$ cat src/rtl/wdog_twokey.sv
module wdog_twokey #(
  parameter int PRE_BITS = 15,
  parameter int ADDR_W = 8,
  parameter logic [ADDR_W-1:0] SVC_ADDR = 8'h10,
  parameter logic [7:0] KEY_ARM = 8'h55,
  parameter logic [7:0] KEY_CLR = 8'hAA
) (
  input  logic              clk,
  input  logic              rst_n,
  input  logic              tick_en,
  input  logic              wr_en,
  input  logic [ADDR_W-1:0] wr_addr,
  input  logic [7:0]        wr_data,
  input  logic              wd_off,
  input  logic [1:0]        rate_sel,
  output logic              rst_req
);
  localparam int CNT_W = 7;

  logic [PRE_BITS-1:0] pre;
  logic [CNT_W-1:0]    cnt;
  logic                armed;

  wire svc_wr    = wr_en && (wr_addr == SVC_ADDR);
  wire arm_hit   = svc_wr && (wr_data == KEY_ARM);
  wire clr_hit   = svc_wr && (wr_data == KEY_CLR) && armed;
  wire base_tick = tick_en && (&pre);
  wire [CNT_W-1:0] limit = CNT_W'(1) << {rate_sel, 1'b0};
  wire expire    = !wd_off && base_tick && (cnt >= limit);

  always_ff @(posedge clk) begin
    if (!rst_n) begin
      pre     <= '0;
      cnt     <= '0;
      armed   <= 1'b0;
      rst_req <= 1'b0;
    end else begin
      if (tick_en) pre <= pre + 1'b1;
      rst_req <= expire;
      if (wd_off || clr_hit || expire) cnt <= '0;
      else if (base_tick) cnt <= cnt + 1'b1;
      if (clr_hit || expire) armed <= 1'b0;
      else if (arm_hit) armed <= 1'b1;
    end
  end

  p_arm_sets_r2: assert property (@(posedge clk) disable iff (!rst_n)
    (arm_hit && !expire) |=> armed);
  p_arm_keeps_cnt_r2: assert property (@(posedge clk) disable iff (!rst_n)
    (arm_hit && !base_tick && !wd_off) |=> (cnt == $past(cnt)));
  p_clear_r3: assert property (@(posedge clk) disable iff (!rst_n)
    clr_hit |=> (cnt == '0 && !armed));
  p_noarm_r4: assert property (@(posedge clk) disable iff (!rst_n)
    (svc_wr && wr_data == KEY_CLR && !armed && !base_tick && !wd_off) |=> (cnt == $past(cnt)));
  p_pulse_r8: assert property (@(posedge clk) disable iff (!rst_n)
    rst_req |=> !rst_req);
  p_off_r9: assert property (@(posedge clk) disable iff (!rst_n)
    wd_off |=> (!rst_req && cnt == '0));
endmodule

$ cat config.mk
export PLATFORM = sky130hd
export DESIGN_NAME = wdog_twokey
export DESIGN_NICKNAME = d
export VERILOG_FILES = /design/src/rtl/wdog_twokey.sv
export SDC_FILE = /design/constraint.sdc
export NUM_CORES = 1
export LEC_CHECK = 0
export ABC_AREA = 1
export BUFFER_PORTS_ARGS = -buffer_cell sky130_fd_sc_hd__buf_2
export CAP_MARGIN = 20
export CORE_MARGIN = 5
export CORE_UTILIZATION = 43
export CTS_BUF_LIST = sky130_fd_sc_hd__clkbuf_8
export DETAILED_ROUTE_END_ITERATION = 12
export HOLD_SLACK_MARGIN = 0.02
export MAX_ROUTING_LAYER = met4
export SETUP_SLACK_MARGIN = 0.15
export SKIP_LAST_GASP = 1
export SYNTH_ARGS = -nofsm -noshare
export SYNTH_HDL_FRONTEND = slang
export SYNTH_SLANG_ARGS = --single-unit
$ cat constraint.sdc
create_clock -name clk -period 1.9 [get_ports clk]
set_input_delay 0.095 -clock clk [delete_from_list [all_inputs] [get_ports clk]]
set_output_delay 0.095 -clock clk [all_outputs]
set_load 0.02 [all_outputs]
======== Yosys cells after proc, flatten, opt, wreduce, memory -nomap -nowiden ========
Cells that the tools add are included.
operators by class
  add/sub/neg operators ................... 2
  $lt $le $gt $ge ......................... 1
  eq/ne operators ......................... 3
  shift operators ......................... 1
  bitwise operators ....................... 1
  reductions and logical operators ........ 14
operator list
  operator                                         count
  adder 15 x 1 -> 15 bit, second input constant    1
  AND reduction 15 bit                             1
  == test 8 x 5 -> 1 bit, second input constant    1
  == test 8 x 7 -> 1 bit, second input constant    1
  == test 8 bit, second input constant             1
  adder 7 x 1 -> 7 bit, second input constant      1
  >= comparator 7 bit                              1
  logical AND 1 bit                                7
  << shifter 1 x 3 -> 7 bit, first input constant  1
  OR reduction 2 bit                               2
  logical OR 1 bit                                 3
  zero test 1 bit                                  1
  NOT 1 bit                                        1
storage, ports and cells
  flip-flop bits (word level) ............. 24
  input port bits ......................... 23
  output and inout port bits .............. 1
  word-level logic and storage cells ...... 26

======== Longest topological paths before layout ========
Gate-level depths: netlist (run 1).
  depth after elaboration ................. 7
  gate-level depth with buffers ........... 10
  mapped depth without buffers ............ 10

======== Worst setup path before layout (run 1) ========
Ideal clock, no wire load.
  path type ............................... reg-to-reg
  start point ............................. reg pre[0]
  end point ............................... reg cnt[2]
  library setup time ...................... 0.115 ns
  arrival ................................. 1.214 ns
  data required time ...................... 1.785 ns
  path slack .............................. 0.571 ns
  cell stages (with the launch flop) ...... 9
  buffers on the path ..................... 0
  period minus slack after synthesis ...... 1.329 ns
  cells stage by stage .................... dfxtp_1 -> ha_1 -> inv_1 -> nor2_4 -> nand2_4 -> nor2_8 -> nand2_2 -> a21oi_1 -> nor2_1
between the ends
  word-level cells in the longest chain between the ends .. 6
RTL lines
  element                              line  RTL
  start, declared                      20    logic [PRE_BITS-1:0] pre;
  start signal, assigned               38    if (tick_en) pre <= pre + 1'b1;
  AND reduction 15 bit *               27    wire base_tick = tick_en && (&pre);
  logical AND 1 bit *                  27
  logical AND 1 bit (2 in a row)       29    wire expire = !wd_off && base_tick && (cnt >= limit);
  logical OR 1 bit                     40    if (wd_off || clr_hit || expire) cnt <= '0;
  OR reduction 2 bit (no source line)  -
  end signal, assigned                 41    else if (base_tick) cnt <= cnt + 1'b1;
  end, declared                        21    logic [CNT_W-1:0] cnt;
Every way passes the cells marked *; elsewhere a longest branch is shown, timed or not.
A chain may end at the register's enable or synchronous reset.

======== Worst setup path in the final report (run 1) ========
Ends and elaborated chain as after synthesis.

==> impl_metrics.csv, run 1 <==
group,metric,value,unit
final_layout,nets,277,
grt,gr-usage-met2,0.245,
status,outcome,"completed",
timing,max_freq,0.675,GHz
grt,grt_overflow,0,
grt,track_usage,0.138,
clocking,cts_buffers,3,
synth,async_reset_ff_frac,0,
timing,finClkSkew,0.00796,ns
power_and_ir_drop,p_leak,0.790,nW
floorplan,core_region_area,0.00331,mm²
final_layout,stdcell_count,293,
clocking,postCtsResizedCells,0,
drt,drt_first_pass_iters,4,
floorplan,start_util,0.440,
floorplan,die_area,0.00465,mm²
worst_setup_path,cp-end-kind,"register",
timing,holdWs,0.139,ns
clocking,cts_tree,"built",
final_layout,syn2layout_area_growth,17.2,%
timing,period_share,0.780,
final_layout,drive_above_1_share,0.166,
synth,synth_common_cells,"nand2_1, nor2_1, inv_1, dfxtp_1, nand3_1",
worst_setup_path,arrival,1.64,ns
clocking,clockRootBuffer,"clkbuf_8",
grt,grt_max_degree,16,
drt,vias_per_cell,4.58,
clocking,insertion_delay,0.27,ns
place,dp.cells,289,
drt,wl_per_cell,9.86,µm
final_layout,fin_area,0.00171,mm²
drt,drc,0,
grt,use_met3,0.0213,
timing,tns,0,ns
place,postPlaceCellArea,0.00164,mm²
worst_setup_path,cp.required,2.06,ns
floorplan,rows,21,
worst_setup_path,worstSetupStartpointType,"register",
min_path,hp-class,"input pin to register",
final_layout,diodes,0,
worst_setup_path,r2r_slack,0.42,ns
synth,syn_avg_cell_area,6.62,µm²
final_layout,fin_util,0.515,
synth,yosysSeqAreaShare,0.330,
place,port-buffer-count,23,
synth,synth_edf_count,0,
worst_setup_path,critPathTopFamily,"simple AND/OR/NAND/NOR gates",
synth,synthTopCellsByArea,"dfxtp_1, nand2_1, nor2_1",
timing,setup_viol,0,
grt,grt_pass1_vias,1186,
worst_setup_path,cpMaxStageDelayCell,"dfxtp_1",
timing,period_minus_slack,1.48,ns
drt,drtIter0Drc,43,
synth,synth.most_common_cell,"nand2_1",
grt,grt_pass1_wl,4800,µm
place,routabilityCongestion,0.802,
power_and_ir_drop,ir_drop,0.444,mV
power_and_ir_drop,power_density,605,mW/mm²
synth,synth_cell_type_count,29,
drt,drt-total-wl,2890,µm
timing,finalHoldViolCount,0,
grt,antenna_found_initial,0,
timing,maxSlewHeadroom,0.806,
synth,synth_top_area_frac,0.330,
timing,slew_violations,0,
drt,ant_nets,0,
worst_setup_path,path_buf_inv,1,
synth,ys_ff_latch,24,
place,detailed_place_hpwl,2340,µm
place,pre_cts_ws,0.365,ns
worst_setup_path,slowest_delay,0.40,ns
clocking,cts_setup_buffers,0,
clocking,clk_pin_slew,0.09,ns
synth,synthCells,220,
drt,vias,1341,
floorplan,num_io_pins,24,
worst_setup_path,path_cells,"ha_1, inv_1, nor2_4, nand2_4, nor2_8, nand2_2, a21oi_1, nor2_1",
clocking,clock_sinks,24,
clocking,cts_hold_buf,0,
timing,rsz0062_at_grt,"no",
floorplan,die_w,68.2,µm
grt,top_usage_layer,"met2",
synth,synth_warnings,0,
worst_setup_path,worstSetupPathType,"register to register",
run,drv_cap,0,
synth,syn_nets,249,
timing,fin_ws,0.419,ns
grt,grtUsageMet1,0.160,
power_and_ir_drop,power,1.03,mW
synth,ys.flop_type,"dfxtp_1",
clocking,htree_levels,1,
synth,synth_top_area_cell,"dfxtp_1",
worst_setup_path,cp_max_fo,6,
clocking,clockBufferDepth,2,
timing,tightest_slew,0.289,ns
synth,syn_area,0.00146,mm²
floorplan,die_h,68.2,µm
[tightest hold or removal path, cell delays in order]
cell	delay, ns
buf_2	0.10
nor2_1	0.04
nand2_1	0.09
nor2_1	0.04
[cells by family (layout without fill, tap and decap cells)]
| logic type | Yosys count | in the layout | share of synthesized area |
|---|---|---|---|
| buffers and inverters | 33 | 60 | 0.0859 |
| and+or+nand+nor | 131 | 131 | 0.418 |
| adders and majority gates | 6 | 6 | 0.0515 |
| AOI/OAI and AO/OA | 19 | 19 | 0.0722 |
| xor gates and xnor gates | 7 | 7 | 0.0421 |
| DFF | 24 | 24 | 0.330 |
[cells in the final DEF (no fill, tap or decap), types with 2 or more instances in the layout]
master	count
nor2_4	2
ha_1	6
nor2_2	2
nand3_1	14
nand2_1	50
xor2_1	5
inv_1	30
buf_2	23
nor2_1	42
clkbuf_8	3
nor3_1	4
xnor2_1	2
o21ai_0	6
dfxtp_1	24
a211oi_1	2
nand4_1	5
a21oi_1	9
nand3b_1	2
nand2_2	3
buf_4	2
[layer usage]
layer / up-vias / part of all wire / wire length (µm)
met5: - / 0 / 0
met4: 0 / 0.0059 / 17
met3: 2 / 0.047 / 135
met2: 19 / 0.47 / 1370
met1: 572 / 0.47 / 1370
li1: 748 / - / -
[report_power, final]
part           leakage, nW  internal [mW]  switching, mW  total (mW)
sequential           0.194          0.507        0.00382       0.510
clock               0.0357          0.282          0.164       0.446
combinational        0.561         0.0340         0.0417      0.0756
[sequential cells by signal (all words and copies together), names as in the netlist]
register,flops
rst_req,1
pre,15
cnt,7
armed,1
[final cells by class]
cell class	count	area, µm²
Clock inverter	1	30.0
Timing Repair Buffer	25	130
Fill cell	363	1600
Inverter	31	116
Multi-Input combinational cell	163	851
Clock buffer	3	41.3
Tap cell	46	57.6
Sequential cell	24	480
[final timing paths]
path              startpoint       to  cells past startpoint
setup / recovery      pre[0]   cnt[2]                      8
hold / removal        wd_off  rst_req                      4
setup reg to reg      pre[0]   cnt[2]                      8
hold reg to reg      pre[14]  pre[14]                      2
(Power assumes the default switching activity.)
==> inputs of run 2 (changes only) <==
- ABC_AREA: 1 -> 0
- clock period: 1.9 -> 1.5 ns (I/O delays scaled with it)
==> run 2 against run 1 <==
Effect of this change: the flow now finishes with violations (setup timing); non-clock buffer count is 28 higher; area after synthesis decreased by 6.9%; via count shrank 3.1%; core utilization grew 14 points; routed wire length increased by 11%; first-iteration DRC count fell by 4.7%; clock power is 2% higher; global-route usage is 2.5 points higher; final cell count fell by 14%; sequential power increased by 26%; critical path type unchanged; largest power group unchanged; highest routed layer unchanged.
==> impl_metrics.csv, run 2 <==
group,metric,value,unit
synth,syn_avg_cell_area,8.81,µm²
power_and_ir_drop,ir_drop,0.439,mV
run,drv_cap,0,
synth,synthAdderAreaFrac,0.0554,
synth,ys.flop_type,"dfxtp_1",
worst_setup_path,worstSetupStartpointType,"register",
timing,period_minus_slack,1.53,ns
power_and_ir_drop,clkPwrFrac,0.362,
clocking,clock_sinks,24,
synth,synth_edf_count,0,
synth,synth-compound-area-share,0.0729,
final_layout,drive_above_1_share,0.483,
place,pre_cts_ws,-0.147,ns
worst_setup_path,cp_max_fo,4,
place,routabilityCongestion,0.884,
clocking,clockBufferDepth,2,
drt,drt-total-wl,3210,µm
timing,setup_viol,2,
synth,yosysSeqAreaShare,0.354,
final_layout,diodes,0,
final_layout,top_regs,"pre x15, cnt x7",
final_layout,final_common_cell,"buf_4",
drt,ant_nets,0,
power_and_ir_drop,swShare,0.234,
synth,synthMuxAreaShare,0.00738,
grt,track_usage,0.162,
floorplan,num_io_pins,24,
clocking,htree_levels,1,
synth,synth_common_cells,"dfxtp_1, and2_1, nand2_1, nand3_1, xnor2_1",
worst_setup_path,cp-end-kind,"register",
clocking,clockRootBuffer,"clkbuf_8",
clocking,insertion_delay,0.27,ns
worst_setup_path,arrival,1.74,ns
floorplan,start_util,0.448,
clocking,cts_tree,"built",
min_path,whs_path_depth,3,
status,outcome,"finished with violations",
drt,drtIter0Drc,41,
floorplan,die_h,66.2,µm
timing,maxSlewHeadroom,0.793,
synth,syn_area,0.00136,mm²
final_layout,fin_util,0.658,
final_layout,nets,237,
synth,synthTopCellsByArea,"dfxtp_1, and2_1, ha_1",
timing,finalHoldViolCount,0,
min_path,hp-class,"input pin to register",
synth,synth_warnings,0,
synth,ys_ff_latch,24,
final_layout,regMostFlops,"pre",
status,violations,"setup timing",
drt,vias,1300,
final_layout,final_cell_mix,"buf_4, buf_2, and2_1",
power_and_ir_drop,intPower,0.961,mW
timing,slew_violations,0,
power_and_ir_drop,combPwrFrac,0.124,
place,detailed_place_hpwl,2270,µm
grt,grt_pass1_wl,5350,µm
timing,tightest_slew,0.309,ns
power_and_ir_drop,power_density,630,mW/mm²
timing,rsz0062_at_grt,"yes",
synth,synth_top_family_by_area,"simple AND/OR/NAND/NOR gates",
final_layout,fin_area,0.00199,mm²
timing,holdWs,0.177,ns
drt,wl_per_cell,12.8,µm
place,port-buffer-count,23,
drt,drc,0,
grt,antenna_found_initial,0,
worst_setup_path,r2r_cells,8,
timing,finClkSkew,0.00167,ns
worst_setup_path,cp.required,1.71,ns
grt,grt_max_degree,19,
synth,synth_xor_area_frac,0.0904,
synth,async_reset_ff_frac,0,
final_layout,largest_reg_flops,15,
clocking,clk_pin_slew,0.09,ns
worst_setup_path,worstSetupPathType,"register to register",
synth,synth.most_common_cell,"dfxtp_1",
grt,grt_overflow,0,
floorplan,core_region_area,0.00303,mm²
synth,synthCells,154,
power_and_ir_drop,switchingPower,0.294,mW
clocking,cts_buffers,3,
power_and_ir_drop,seq_power_share,0.514,
floorplan,die_w,66.2,µm
synth,synth_cell_type_count,37,
final_layout,final.fill_count,259,
drt,vias_per_cell,5.18,
synth,syn_nets,183,
grt,grt_pass1_vias,1303,
floorplan,rows,20,
power_and_ir_drop,p_leak,0.806,nW
timing,tns,-0.0588,ns
timing,max_freq,0.652,GHz
timing,period_share,1.02,
synth,synth_top_area_cell,"dfxtp_1",
final_layout,syn2layout_area_growth,46.9,%
synth,synth_top_area_frac,0.354,
synth,yosys.area_share.simple,0.396,
drt,drt_first_pass_iters,4,
place,postPlaceCellArea,0.00166,mm²
floorplan,die_area,0.00438,mm²
timing,fin_ws,-0.0341,ns
-- run 2: cell types whose count changed in the layout (fill, tap and decap cells not counted), moves of 12 or more --
cell	before	now
nand2_1	50	9
nor2_1	42	4
inv_1	30	1
buf_4	2	26
and2_1	0	13
dfxtp_1	24	12
-- run 2: kinds of logic (layout without fill, tap and decap cells) --
kind of cell,Yosys count,count (layout)
adders and majority gates,6,6
AOI/OAI and AO/OA,17,17
muxes,1,1
DFF,24,24
and+or+nand+nor,85,85
buffers and inverters,7,60
xor gates and xnor gates,14,14
-- run 2: repair_timing --
| action | 4_1_cts | 5_1_grt |
|---|---|---|
| setup buffers | 4 | 7 |
| hold endpoints to repair | 1 | 0 |
| resized for setup | 20 | 30 |
| endpoints found under the setup margin | 19 | 17 |
| pin swaps | 11 | 13 |
| hold buffers | 1 | 0 |
-- run 2: worst max-delay path, cell delays in order (launching register included) --
cell and delay (ns):
dfxtp_2 0.33, inv_2 0.07, ha_4 0.20, nor4_4 0.14, nand2_2 0.14, buf_6 0.15, a211oi_2 0.21, o21ai_1 0.11
a21oi_2 0.11
-- run 2: path summary, 6_finish.rpt --
path / startpoint / to / slack [ns]
hold reg to reg: cnt[1] / cnt[1] / 0.54
setup reg to reg: cnt[0] / cnt[2] / -0.03
hold / removal: tick_en / pre[1] / 0.18
setup / recovery: cnt[0] / cnt[2] / -0.03
-- run 2: layout make-up --
cell class	instances	area [µm²]	area share
multi-input combinational	123	1020	0.511
sequential	24	498	0.250
timing repair buffer	53	354	0.178
clock buffer	4	55.1	0.0276
tap	44	55.1	0.0276
inverter	3	11.3	0.00565
-- run 2: layer usage --
layer | up-vias | routed length [µm] | track usage
met5 | - | 0 | -
met4 | 0 | 52 | 0.0888
met3 | 4 | 148 | 0.0323
met2 | 31 | 1560 | 0.257
met1 | 602 | 1450 | 0.193
li1 | 663 | - | -
-- run 2: power groups by stage --
stage                     Clock [mW]  Combinational (mW)  Sequential, mW
after floorplan                    0              0.0661           0.662
after global placement             0               0.124           0.660
after detailed placement           0               0.129           0.661
after CTS                      0.471               0.137           0.646
after global routing           0.504               0.171           0.646
final                          0.454               0.156           0.645
-- run 2: per-stage QoR --
| step | instances | power (mW) |
|---|---|---|
| floorplan | 154 | 0.729 |
| global placement | 235 | 0.784 |
| detailed placement | 235 | 0.790 |
| CTS | 244 | 1.25 |
| global route | 251 | 1.32 |
| finish | 251 | 1.26 |
==> inputs of run 3 (changes only) <==
- clock period: 1.5 -> 1.65 ns (I/O delays scaled with it)
==> run 3 against run 2 <==
Effect of this change: the run now ends clean; combinational power decreased by 17%; flip-flop and latch count unchanged; critical path type unchanged; clock power increased by 13%; final cell count decreased by 5.6%; design area decreased by 8.9%.
==> impl_metrics.csv, run 3 (synthesis results as in run 2) <==
group,metric,value,unit
status,outcome,"completed",
grt,grt_max_degree,19,
worst_setup_path,path_cells,"ha_4, nor3_4, nor3_4, a21oi_2, buf_4, a22oi_1, a21oi_2",
min_path,hp-class,"input pin to register",
worst_setup_path,slowest_delay,0.35,ns
timing,maxSlewHeadroom,0.783,
final_layout,final_common_cell,"buf_2",
clocking,clockBufferDepth,2,
drt,vias,1241,
timing,period_share,0.913,
floorplan,start_util,0.448,
final_layout,largest_reg_flops,15,
grt,grt_overflow,0,
final_layout,final.fill_count,285,
timing,tns,0,ns
power_and_ir_drop,ir_drop,0.464,mV
timing,tightest_slew,0.322,ns
floorplan,die_area,0.00438,mm²
timing,holdWs,0.187,ns
final_layout,top_regs,"pre x15, cnt x7",
clocking,cts_tree,"built",
clocking,htree_levels,1,
clocking,clockRootBuffer,"clkbuf_8",
final_layout,drive_above_1_share,0.373,
clocking,cts_buffers,3,
run,drv_cap,0,
worst_setup_path,critPathTopFamily,"flip-flops",
final_layout,regMostFlops,"pre",
grt,grt_pass1_vias,1266,
clocking,clock_sinks,24,
worst_setup_path,worstSetupStartpointType,"register",
final_layout,final_cell_mix,"buf_2, dfxtp_1, buf_4",
worst_setup_path,cp.required,1.81,ns
worst_setup_path,cpMaxStageDelayCell,"dfxtp_2",
grt,gr-usage-met2,0.278,
drt,drtIter0Drc,38,
drt,drt_first_pass_iters,4,
final_layout,diodes,0,
drt,ant_nets,0,
drt,drc,0,
clocking,insertion_delay,0.27,ns
final_layout,syn2layout_area_growth,33.8,%
floorplan,die_w,66.2,µm
place,detailed_place_hpwl,2230,µm
floorplan,die_h,66.2,µm
worst_setup_path,cp-end-kind,"register",
grt,grt_pass1_wl,5150,µm
timing,finClkSkew,0.00151,ns
worst_setup_path,path_buf_inv,1,
timing,max_freq,0.664,GHz
floorplan,rows,20,
power_and_ir_drop,power_density,679,mW/mm²
timing,slew_violations,0,
worst_setup_path,worstSetupPathType,"register to register",
place,port-buffer-count,23,
grt,top_usage_layer,"met2",
power_and_ir_drop,p_leak,0.732,nW
grt,use_met3,0.0255,
timing,setup_viol,0,
drt,wl_per_cell,13.0,µm
grt,track_usage,0.154,
grt,antenna_found_initial,0,
worst_setup_path,arrival,1.67,ns
timing,rsz0062_at_grt,"yes",
drt,drt-total-wl,3080,µm
final_layout,nets,223,
floorplan,num_io_pins,24,
timing,period_minus_slack,1.51,ns
drt,vias_per_cell,5.24,
floorplan,core_region_area,0.00303,mm²
timing,finalHoldViolCount,0,
worst_setup_path,cp_max_fo,4,
grt,grtUsageMet1,0.171,
clocking,clk_pin_slew,0.08,ns
place,routabilityCongestion,0.847,
run 3: cell count changes in the layout (fill, tap and decap cells not counted), moves of 3 or more:
cell and delta:
buf_4 -11, dfxtp_1 +6, dfxtp_2 -5, buf_6 -3
run 3: repair_timing:
| action | in CTS | in global routing |
|---|---|---|
| buffers inserted | 5 | 0 |
| pin swaps | 7 | 6 |
| endpoints found under the hold margin | 1 | 0 |
| hold buffers | 1 | 0 |
| endpoints found under the setup margin | 9 | 16 |
| resized for setup | 15 | 9 |
run 3: final timing paths:
kind / startpoint / endpoint / slack [ns] / cells after the start
worst max-delay path: cnt[2] / cnt[5] / 0.14 / 7
worst min-delay path: tick_en / pre[1] / 0.19 / 3
worst max register to register: cnt[2] / cnt[5] / 0.14 / 7
worst min register to register: cnt[1] / cnt[1] / 0.51 / 2
run 3: metal layers:
layer	wire length, µm	up-vias	share of wire
met1	1330	593	0.43
li1	-	626	-
met4	38	0	0.012
met2	1610	17	0.52
met5	0	-	0
met3	95	5	0.031
run 3: cell type report:
type | instances | area [µm²] | share of cell area
multi-input cells | 123 | 951 | 0.524
clock buffers | 3 | 41.3 | 0.0228
well taps | 44 | 55.1 | 0.0303
repair buffers | 39 | 238 | 0.131
inverters | 3 | 11.3 | 0.00621
clock inverters | 1 | 30.0 | 0.0166
flip-flops and latches | 24 | 488 | 0.269
run 3: worst min-delay path, stage by stage:
cell and delay [ns]:
buf_2 0.15, mux2i_1 0.09, nor2b_1 0.10
run 3: report_power, final:
group	switching (mW)	internal [mW]
Sequential	0.00279	0.584
Clock	0.191	0.324
Combinational	0.0605	0.0695
Total	0.254	0.978
run 3: through the flow:
step | utilization | area [µm²] | setup slack, ns | cells | power, mW
6_report | 0.599 | 1810 | 0.144 | 237 | 1.23
3_3_place_gp | 0.528 | 1600 | 0.0618 | 227 | 0.713
4_1_cts | 0.588 | 1780 | 0.151 | 237 | 1.25
2_1_floorplan | - | 1380 | 0.155 | 154 | 0.662
3_5_place_dp | 0.528 | 1600 | 0.0339 | 227 | 0.717
5_1_grt | 0.599 | 1810 | 0.0464 | 237 | 1.29
